`config.mk`:
```
export PLATFORM = sky130hd
export DESIGN_NAME = seq5_counter
export DESIGN_NICKNAME = d
export VERILOG_FILES = /design/src/rtl/seq5_pkg.sv /design/src/rtl/seq5_next.sv /design/src/rtl/seq5_decode.sv /design/src/rtl/seq5_counter.sv
export SDC_FILE = /design/constraint.sdc
export NUM_CORES = 1
export LEC_CHECK = 0
export CELL_PAD_IN_SITES_DETAIL_PLACEMENT = 2
export CELL_PAD_IN_SITES_GLOBAL_PLACEMENT = 2
export CORE_AREA = 2 2 39 41
export DETAILED_ROUTE_END_ITERATION = 6
export DIE_AREA = 0 0 41 43
export GPL_TIMING_DRIVEN = 0
export PLACE_DENSITY_LB_ADDON = 0.1
export SLEW_MARGIN = 20
export SYNTH_ARGS = -nofsm -noshare
export SYNTH_HDL_FRONTEND = slang
export SYNTH_SLANG_ARGS = --single-unit
```
`constraint.sdc`:
```
create_clock -name clk_i -period 1.45 [get_ports clk_i]
set_input_delay 0.29 -clock clk_i [delete_from_list [all_inputs] [get_ports clk_i]]
set_output_delay 0.29 -clock clk_i [all_outputs]
set_load 0.02 [all_outputs]
```
`src/rtl/seq5_pkg.sv`:
```
package seq5_pkg;

    localparam int CODE_W = 3;

    typedef enum logic [CODE_W-1:0] {
        SEQ_P0 = 3'b000,
        ORPH_1 = 3'b001,
        SEQ_P1 = 3'b010,
        SEQ_P2 = 3'b011,
        ORPH_4 = 3'b100,
        SEQ_P3 = 3'b101,
        SEQ_P4 = 3'b110,
        ORPH_7 = 3'b111
    } code_e;

endpackage

```
`src/rtl/seq5_next.sv`:
```
module seq5_next
    import seq5_pkg::*;
(
    input  code_e cur_i,
    output code_e nxt_o
);
    logic c_bit, b_bit, a_bit;
    logic c_nxt, b_nxt, a_nxt;

    assign {c_bit, b_bit, a_bit} = cur_i;

    always_comb begin
        c_nxt = a_bit;
        b_nxt = ~b_bit | (~a_bit & ~c_bit);
        a_nxt = b_bit & ~c_bit;
    end

    assign nxt_o = code_e'({c_nxt, b_nxt, a_nxt});
endmodule

```
`src/rtl/seq5_decode.sv`:
```
module seq5_decode
    import seq5_pkg::*;
(
    input  code_e cur_i,
    output logic  valid_o
);
    always_comb begin
        unique case (cur_i)
            SEQ_P0, SEQ_P1, SEQ_P2, SEQ_P3, SEQ_P4: valid_o = 1'b1;
            ORPH_1, ORPH_4, ORPH_7:                 valid_o = 1'b0;
            default:                                valid_o = 1'b0;
        endcase
    end
endmodule

```
`src/rtl/seq5_counter.sv`:
```
module seq5_counter
    import seq5_pkg::*;
#(
    parameter logic [2:0] INIT_CODE = 3'b000
) (
    input  logic       clk_i,
    input  logic       rst_i,
    input  logic       en_i,
    output logic [2:0] code_o,
    output logic       valid_o
);
    code_e state_q = code_e'(INIT_CODE);
    code_e state_d;

    seq5_next u_next (
        .cur_i (state_q),
        .nxt_o (state_d)
    );

    seq5_decode u_decode (
        .cur_i   (state_q),
        .valid_o (valid_o)
    );

    always_ff @(posedge clk_i) begin
        if (rst_i) begin
            state_q <= SEQ_P0;
        end else if (en_i) begin
            state_q <= state_d;
        end
    end

    assign code_o = state_q;

    // Reset drives 000 regardless of enable
    assert_reset_zero_R1: assert property (@(posedge clk_i)
        rst_i |=> (code_o == 3'b000));

    // Hold while not enabled
    assert_hold_R2: assert property (@(posedge clk_i) disable iff (rst_i)
        !en_i |=> $stable(code_o));

    // The sequence never leaves itself
    assert_stay_valid_R3: assert property (@(posedge clk_i) disable iff (rst_i)
        (en_i && valid_o) |=> valid_o);

    // Unused 001 and 100 recover in one step
    assert_orph_one_step_R8: assert property (@(posedge clk_i) disable iff (rst_i)
        (en_i && (code_o == 3'b001 || code_o == 3'b100)) |=> valid_o);

    // 111 goes to 100 first
    assert_orph7_path_R6: assert property (@(posedge clk_i) disable iff (rst_i)
        (en_i && code_o == 3'b111) |=> (code_o == 3'b100));
endmodule

```
==> run_results.csv, run 1 <==
group,metric,value,unit
outcome,status,"finished clean",
power_and_ir_drop,pwr_density_cell,1070,mW/mm^2
layout,drive_gt1_frac,0.200,
power_and_ir_drop,clockPowerShare,0.456,
clocking,clock_latency,0.23,ns
global_routing,grt_usage,0.0691,
sta,fin_crit_sh,0.883,
sta,finalWorstSetupSlack,0.169,ns
yosys,netlist_instances,16,
drt,ant_nets,0,
floorplanning,die_w,41,um
yosys,synth-seq-area-share,0.471,
power_and_ir_drop,power.total,0.294,mW
sta,setup_viol,0,
clocking,cts.clk_slew.worst_paths,0.04,ns
setup_path,rr_worst_depth,5,
layout,nets,31,
yosys,ys_warn_count,0,
power_and_ir_drop,swShare,0.227,
power_and_ir_drop,switchingPower,0.0666,mW
place,pre_cts_slack,-0.243,ns
sta,hold_viol_final,0,
global_routing,grt_first_pass_wirelength,724,um
clocking,h-tree-depth,1,
clocking,cts_buffers,3,
clocking,cts_tree,"built",
global_routing,first_global_vias,172,
sta,tightest_slew,0.224,ns
sta,final.setup_skew,0.00116,ns
setup_path,ff2ff_setup_slack,0.21,ns
power_and_ir_drop,cellLeakagePower,0.137,nW
clocking,cts_buffer_depth,2,
sta,clock.fmax,781,MHz
yosys,syn_avg_cell_area,10.6,um^2
layout,insertedDiodeCount,0,
power_and_ir_drop,irDropWorstVdd,0.220,mV
sta,slew_viol_final,0,
drt,wl_per_cell,10.0,um
global_routing,globalRouteOverflowTotal,0,
place,port-buffer-count,6,
worst_hold_path,holdPathEnd,"code_o[0]",
place,dp_hpwl,337,um
drt,routed_wl,412,um
drt,route.detailed.drc,0,
sta,hold_ws,0.483,ns
yosys,synth_seq_cells,4,
worst_hold_path,hp-class,"input port to flip-flop",
power_and_ir_drop,seq_power_share,0.413,
drt,drt_iter0_markers,1,
floorplanning,die_h,43,um
setup_path,required,1.61,ns
layout,area_growth,61.0,%
clocking,post-cts-setup-buffers,0,
yosys,ys_types,11,
place,place.gp.congestion,0.596,
setup_path,critPathLaunchType,"input port",
worst_hold_path,hold_path_depth,3,
setup_path,worstPathArrival,1.44,ns
floorplanning,die-area,0.00176,mm^2
drt,vias,154,
floorplanning,io_pins,7,
run,maxCapViolations,0,
drt,vias_per_cell,3.76,
setup_path,reg2reg_to,"u_decode.valid_o",
global_routing,antenna_found_initial,0,
setup_path,end_kind,"flip-flop",
power_and_ir_drop,p_int,0.227,mW
yosys,synth.net_count,20,
setup_path,crit_type,"input port to flip-flop",
sta,rsz0062_at_grt,"false",
floorplanning,core-area,0.00138,mm^2
clocking,clockRootBuffer,"clkbuf_4",
layout,final-instance-count-excl-fill,41,
yosys,syn_area,170,um^2
worst_hold_path,min-delay-start,"en_i",
floorplanning,rows,14,
power_and_ir_drop,combPwrFrac,0.131,
sta,layout_min_cycle_time,1.28,ns
clocking,cts_num_sinks,4,
floorplanning,start_util,0.123,
global_routing,grt_max_degree,6,
drt,firstDrtPassIters,2,
place,dp_cells,38,
setup_path,reg2reg_from,"code_o[2]",
setup_path,cp_max_fo,4,
clocking,cts_hold_repair.buffers,0,
sta,slew-limit-headroom,0.851,
per-layer routing:
layer  vias to the layer above  GRT usage  share of wire
li1                         76          -              -
met1                        70     0.0671           0.40
met2                         6     0.0844           0.47
met3                         2     0.0628           0.10
met4                         0     0.0600          0.024
met5                         -          0              0
cell families after synthesis:
family / after synthesis / share of synthesized area
simple gates: 5 / 0.199
flops: 4 / 0.471
compound gates: 3 / 0.118
mux: 2 / 0.118
buf+inv: 1 / 0.0220
fa+ha+maj: 1 / 0.0735
metrics by stage:
stage          cell area, um^2   util  setup TNS, ns
2_1_floorplan              170      -              0
3_5_place_dp               250  0.181         -0.243
6_report                   274  0.198              0
3_3_place_gp               250  0.181         -0.244
4_1_cts                    269  0.194              0
5_1_grt                    274  0.198              0
state kept, by name, summed over array words and instances, names as in the netlist:
| signal | cells |
|---|---|
| code_o | 3 |
| u_decode.valid_o | 1 |
placed cells by master (no fill, tap or decap):
cell | Yosys | routed
a21oi_1 | 2 | 2
dfxtp_1 | 4 | 4
clkbuf_4 | 0 | 3
nor3_2 | 1 | 1
ha_1 | 1 | 1
nand2b_1 | 1 | 1
mux2i_1 | 2 | 2
dlygate4sd2_1 | 0 | 3
nor2_2 | 1 | 1
dlymetal6s2s_1 | 0 | 2
nand3b_1 | 1 | 1
inv_1 | 1 | 1
clkdlybuf4s50_1 | 0 | 1
nor2_1 | 1 | 1
o211a_1 | 1 | 1
power groups by stage:
stage / registers (mW) / logic [mW] / clock network [mW]
after floorplan: 0.130 / 0.0129 / 0
after global placement: 0.123 / 0.0433 / 0
after detailed placement: 0.123 / 0.0432 / 0
after CTS: 0.121 / 0.0404 / 0.145
after global routing: 0.122 / 0.0437 / 0.151
final: 0.121 / 0.0385 / 0.134
worst max-delay path, stage by stage:
cell and delay, ns:
clkdlybuf4s50_1 0.48, nor3_2 0.23, inv_1 0.06, ha_1 0.26
mux2i_1 0.11
synth_stat cells:
master | instances | area [um^2]
ha_1 | 1 | 12.5
dfxtp_1 | 4 | 80.1
nand3b_1 | 1 | 7.51
nor2_1 | 1 | 3.75
a21oi_1 | 2 | 10.0
inv_1 | 1 | 3.75
mux2i_1 | 2 | 20.0
nor3_2 | 1 | 10.0
o211a_1 | 1 | 10.0
nor2_2 | 1 | 6.26
nand2b_1 | 1 | 6.26
cell type report:
type,count,area (um^2)
Fill cell,167,1110
Multi-Input combinational cell,11,86.3
Sequential cell,4,80.1
Timing Repair Buffer,6,61.3
Clock buffer,3,22.5
Tap cell,16,20.0
Inverter,1,3.75
worst max-delay path by stage:
| stage | startpoint | end | cells after the start |
|---|---|---|---|
| after global routing | rst_i | u_decode.valid_o | 5 |
| after global placement | en_i | u_decode.valid_o | 6 |
| after detailed placement | en_i | u_decode.valid_o | 6 |
| after CTS | en_i | u_decode.valid_o | 6 |
| after floorplan | code_o[2] | u_decode.valid_o | 5 |
| final | rst_i | u_decode.valid_o | 5 |
what timing repair did:
item | in CTS | in global routing
resized for setup | 3 | 2
endpoints found under the setup margin | 3 | 2
pin swaps | 0 | 0
(Power assumes the default switching activity.)
==> run 2: changes to the inputs <==
--- a/config.mk
+++ b/config.mk
@@ -5,13 +5,16 @@
 export SDC_FILE = /design/constraint.sdc
 export NUM_CORES = 1
 export LEC_CHECK = 0
+export CAP_MARGIN = 15
 export CELL_PAD_IN_SITES_DETAIL_PLACEMENT = 2
 export CELL_PAD_IN_SITES_GLOBAL_PLACEMENT = 2
 export CORE_AREA = 2 2 39 41
+export CTS_BUF_LIST = sky130_fd_sc_hd__clkbuf_4
 export DETAILED_ROUTE_END_ITERATION = 6
 export DIE_AREA = 0 0 41 43
 export GPL_TIMING_DRIVEN = 0
 export PLACE_DENSITY_LB_ADDON = 0.1
+export RECOVER_POWER = 100
 export SLEW_MARGIN = 20
 export SYNTH_ARGS = -nofsm -noshare
 export SYNTH_HDL_FRONTEND = slang
==> run 2 against run 1 <==
Against the previous run:
- register-to-register slack about the same
- cell count unchanged
- sequential power about the same
- die area unchanged
- total power down 0.74%
- fmax up 1.3%
- final area down 4.1%
- sequential share of layout area up 1.3 points
- setup slack better by 0.016 ns
- first-iteration DRC count unchanged
- hold slack about the same
- global-route usage unchanged
- highest routed layer unchanged
==> run_results.csv, run 2 (synthesis gave the netlist of run 1 again) <==
group,metric,value,unit
drt,firstDrtPassIters,2,
sta,fin_crit_sh,0.872,
setup_path,ff2ff_setup_slack,0.21,ns
setup_path,reg2reg_from,"code_o[2]",
drt,routed_wl,414,um
setup_path,critPathLaunchType,"input port",
sta,rsz0062_at_grt,"false",
sta,tightest_slew,0.252,ns
clocking,h-tree-depth,1,
worst_hold_path,holdPathEnd,"code_o[0]",
drt,route.detailed.drc,0,
place,place.gp.congestion,0.596,
floorplanning,die_w,41,um
sta,setup_viol,0,
place,placement.cell_area,250,um^2
layout,nets,31,
setup_path,cp_max_fo,4,
floorplanning,die-area,0.00176,mm^2
clocking,clockRootBuffer,"clkbuf_4",
setup_path,crit_buf_inv,2,
floorplanning,die_h,43,um
layout,layout_common_cells,"dfxtp_1 (4), clkbuf_4 (3), dlygate4sd2_1 (3)",
worst_hold_path,hold_path_depth,3,
setup_path,slowest_delay,0.47,ns
sta,final.setup_skew,0.00116,ns
drt,ant_nets,0,
sta,slew_viol_final,0,
global_routing,grt_first_pass_wirelength,724,um
worst_hold_path,min-delay-start,"en_i",
clocking,cts_hold_repair.buffers,0,
clocking,cts.clk_slew.worst_paths,0.04,ns
setup_path,crit_slowest_cell,"clkdlybuf4s50_1",
clocking,cts_num_sinks,4,
sta,clock.fmax,790,MHz
layout,fillerInstances,167,
global_routing,antenna_found_initial,0,
setup_path,path_delay_family,"buffers and inverters",
layout,insertedDiodeCount,0,
outcome,status,"finished clean",
floorplanning,io_pins,7,
setup_path,crit_chain,"clkdlybuf4s50_1 > nor3_2 > inv_1 > ha_1 > mux2i_1",
drt,vias,154,
worst_hold_path,hp-class,"input port to flip-flop",
run,maxCapViolations,0,
setup_path,rr_worst_depth,5,
sta,slew-limit-headroom,0.833,
sta,layout_min_cycle_time,1.27,ns
floorplanning,rows,14,
layout,largest_reg_flops,3,
clocking,cts_buffers,3,
place,dp_cells,38,
place,dp_hpwl,337,um
global_routing,grt_usage,0.0691,
clocking,post-cts-setup-buffers,0,
drt,wl_per_cell,10.1,um
power_and_ir_drop,irDropWorstVdd,0.220,mV
setup_path,reg2reg_to,"u_decode.valid_o",
layout,multiInputGateArea,83.8,um^2
layout,area_growth,54.4,%
global_routing,first_global_vias,172,
drt,vias_per_cell,3.76,
setup_path,end_kind,"flip-flop",
power_and_ir_drop,cellLeakagePower,0.133,nW
setup_path,crit_type,"input port to flip-flop",
clocking,clock_latency,0.23,ns
drt,drt_iter0_markers,1,
layout,final-instance-count-excl-fill,41,
layout,final_common_cell,"dfxtp_1",
setup_path,worstPathArrival,1.43,ns
floorplanning,core-area,0.00138,mm^2
layout,design_area,263,um^2
floorplanning,start_util,0.123,
power_and_ir_drop,pwr_density_cell,1110,mW/mm^2
clocking,cts_tree,"built",
clocking,cts_buffer_depth,2,
global_routing,globalRouteOverflowTotal,0,
global_routing,grt_max_degree,6,
layout,final-seq-area,80.1,um^2
sta,hold_viol_final,0,
place,port-buffer-count,6,
setup_path,required,1.61,ns
layout,drive_gt1_frac,0.160,
[run 2: cell types whose count changed in the layout (fill, tap and decap cells not counted)]
cell            before  now
nor2_2               1    0
dlymetal6s2s_1       2    1
clkbuf_1             0    1
nor2_1               1    2
[run 2: cell type report]
cell class / instances / share of cell area
Clock buffer: 3 / 0.0857
Inverter: 1 / 0.0143
Multi-Input combinational cell: 11 / 0.319
Sequential cell: 4 / 0.305
Tap cell: 16 / 0.0762
Timing Repair Buffer: 6 / 0.200
[run 2: repair_timing]
action,CTS,global route
endpoints found under the setup margin,3,2
resized for setup,3,2
pin swaps,0,0
[run 2: per-layer routing]
metal / track usage / up-vias / routed length [um]
met4: 0.0600 / 0 / 10
met3: 0.0628 / 2 / 42
li1: - / 76 / -
met2: 0.0844 / 6 / 194
met5: 0 / - / 0
met1: 0.0671 / 70 / 167
[run 2: worst min-delay path, cell delays in order]
cell and delay [ns]:
dlymetal6s2s_1 0.18, nand3b_1 0.12, a21oi_1 0.07
[run 2: stage by stage]
stage / setup slack (ns) / util / total power [mW] / hold slack, ns / setup TNS, ns
3_3_place_gp: -0.244 / 0.181 / 0.166 / 0.540 / -0.244
6_report: 0.185 / 0.190 / 0.292 / 0.483 / 0
3_5_place_dp: -0.243 / 0.181 / 0.167 / 0.557 / -0.243
5_1_grt: 0.0742 / 0.190 / 0.315 / 0.520 / 0
2_1_floorplan: 0.193 / - / 0.143 / 0.359 / 0
4_1_cts: 0.00337 / 0.194 / 0.307 / 0.558 / 0
[run 2: report_power, final]
group,internal (mW),leakage [nW],switching (mW)
combinational,0.0164,0.0866,0.0198
clock,0.0923,0.0138,0.0418
sequential,0.117,0.0329,0.00466
[run 2: how the worst max path moves through the flow]
stage	from	to	slack, ns	depth (start not counted)
4_1_cts	en_i	u_decode.valid_o	0.003	6
6_report	rst_i	u_decode.valid_o	0.18	5
5_1_grt	rst_i	u_decode.valid_o	0.07	5
2_1_floorplan	code_o[2]	u_decode.valid_o	0.19	5
3_3_place_gp	en_i	u_decode.valid_o	-0.24	6
3_5_place_dp	en_i	u_decode.valid_o	-0.24	6
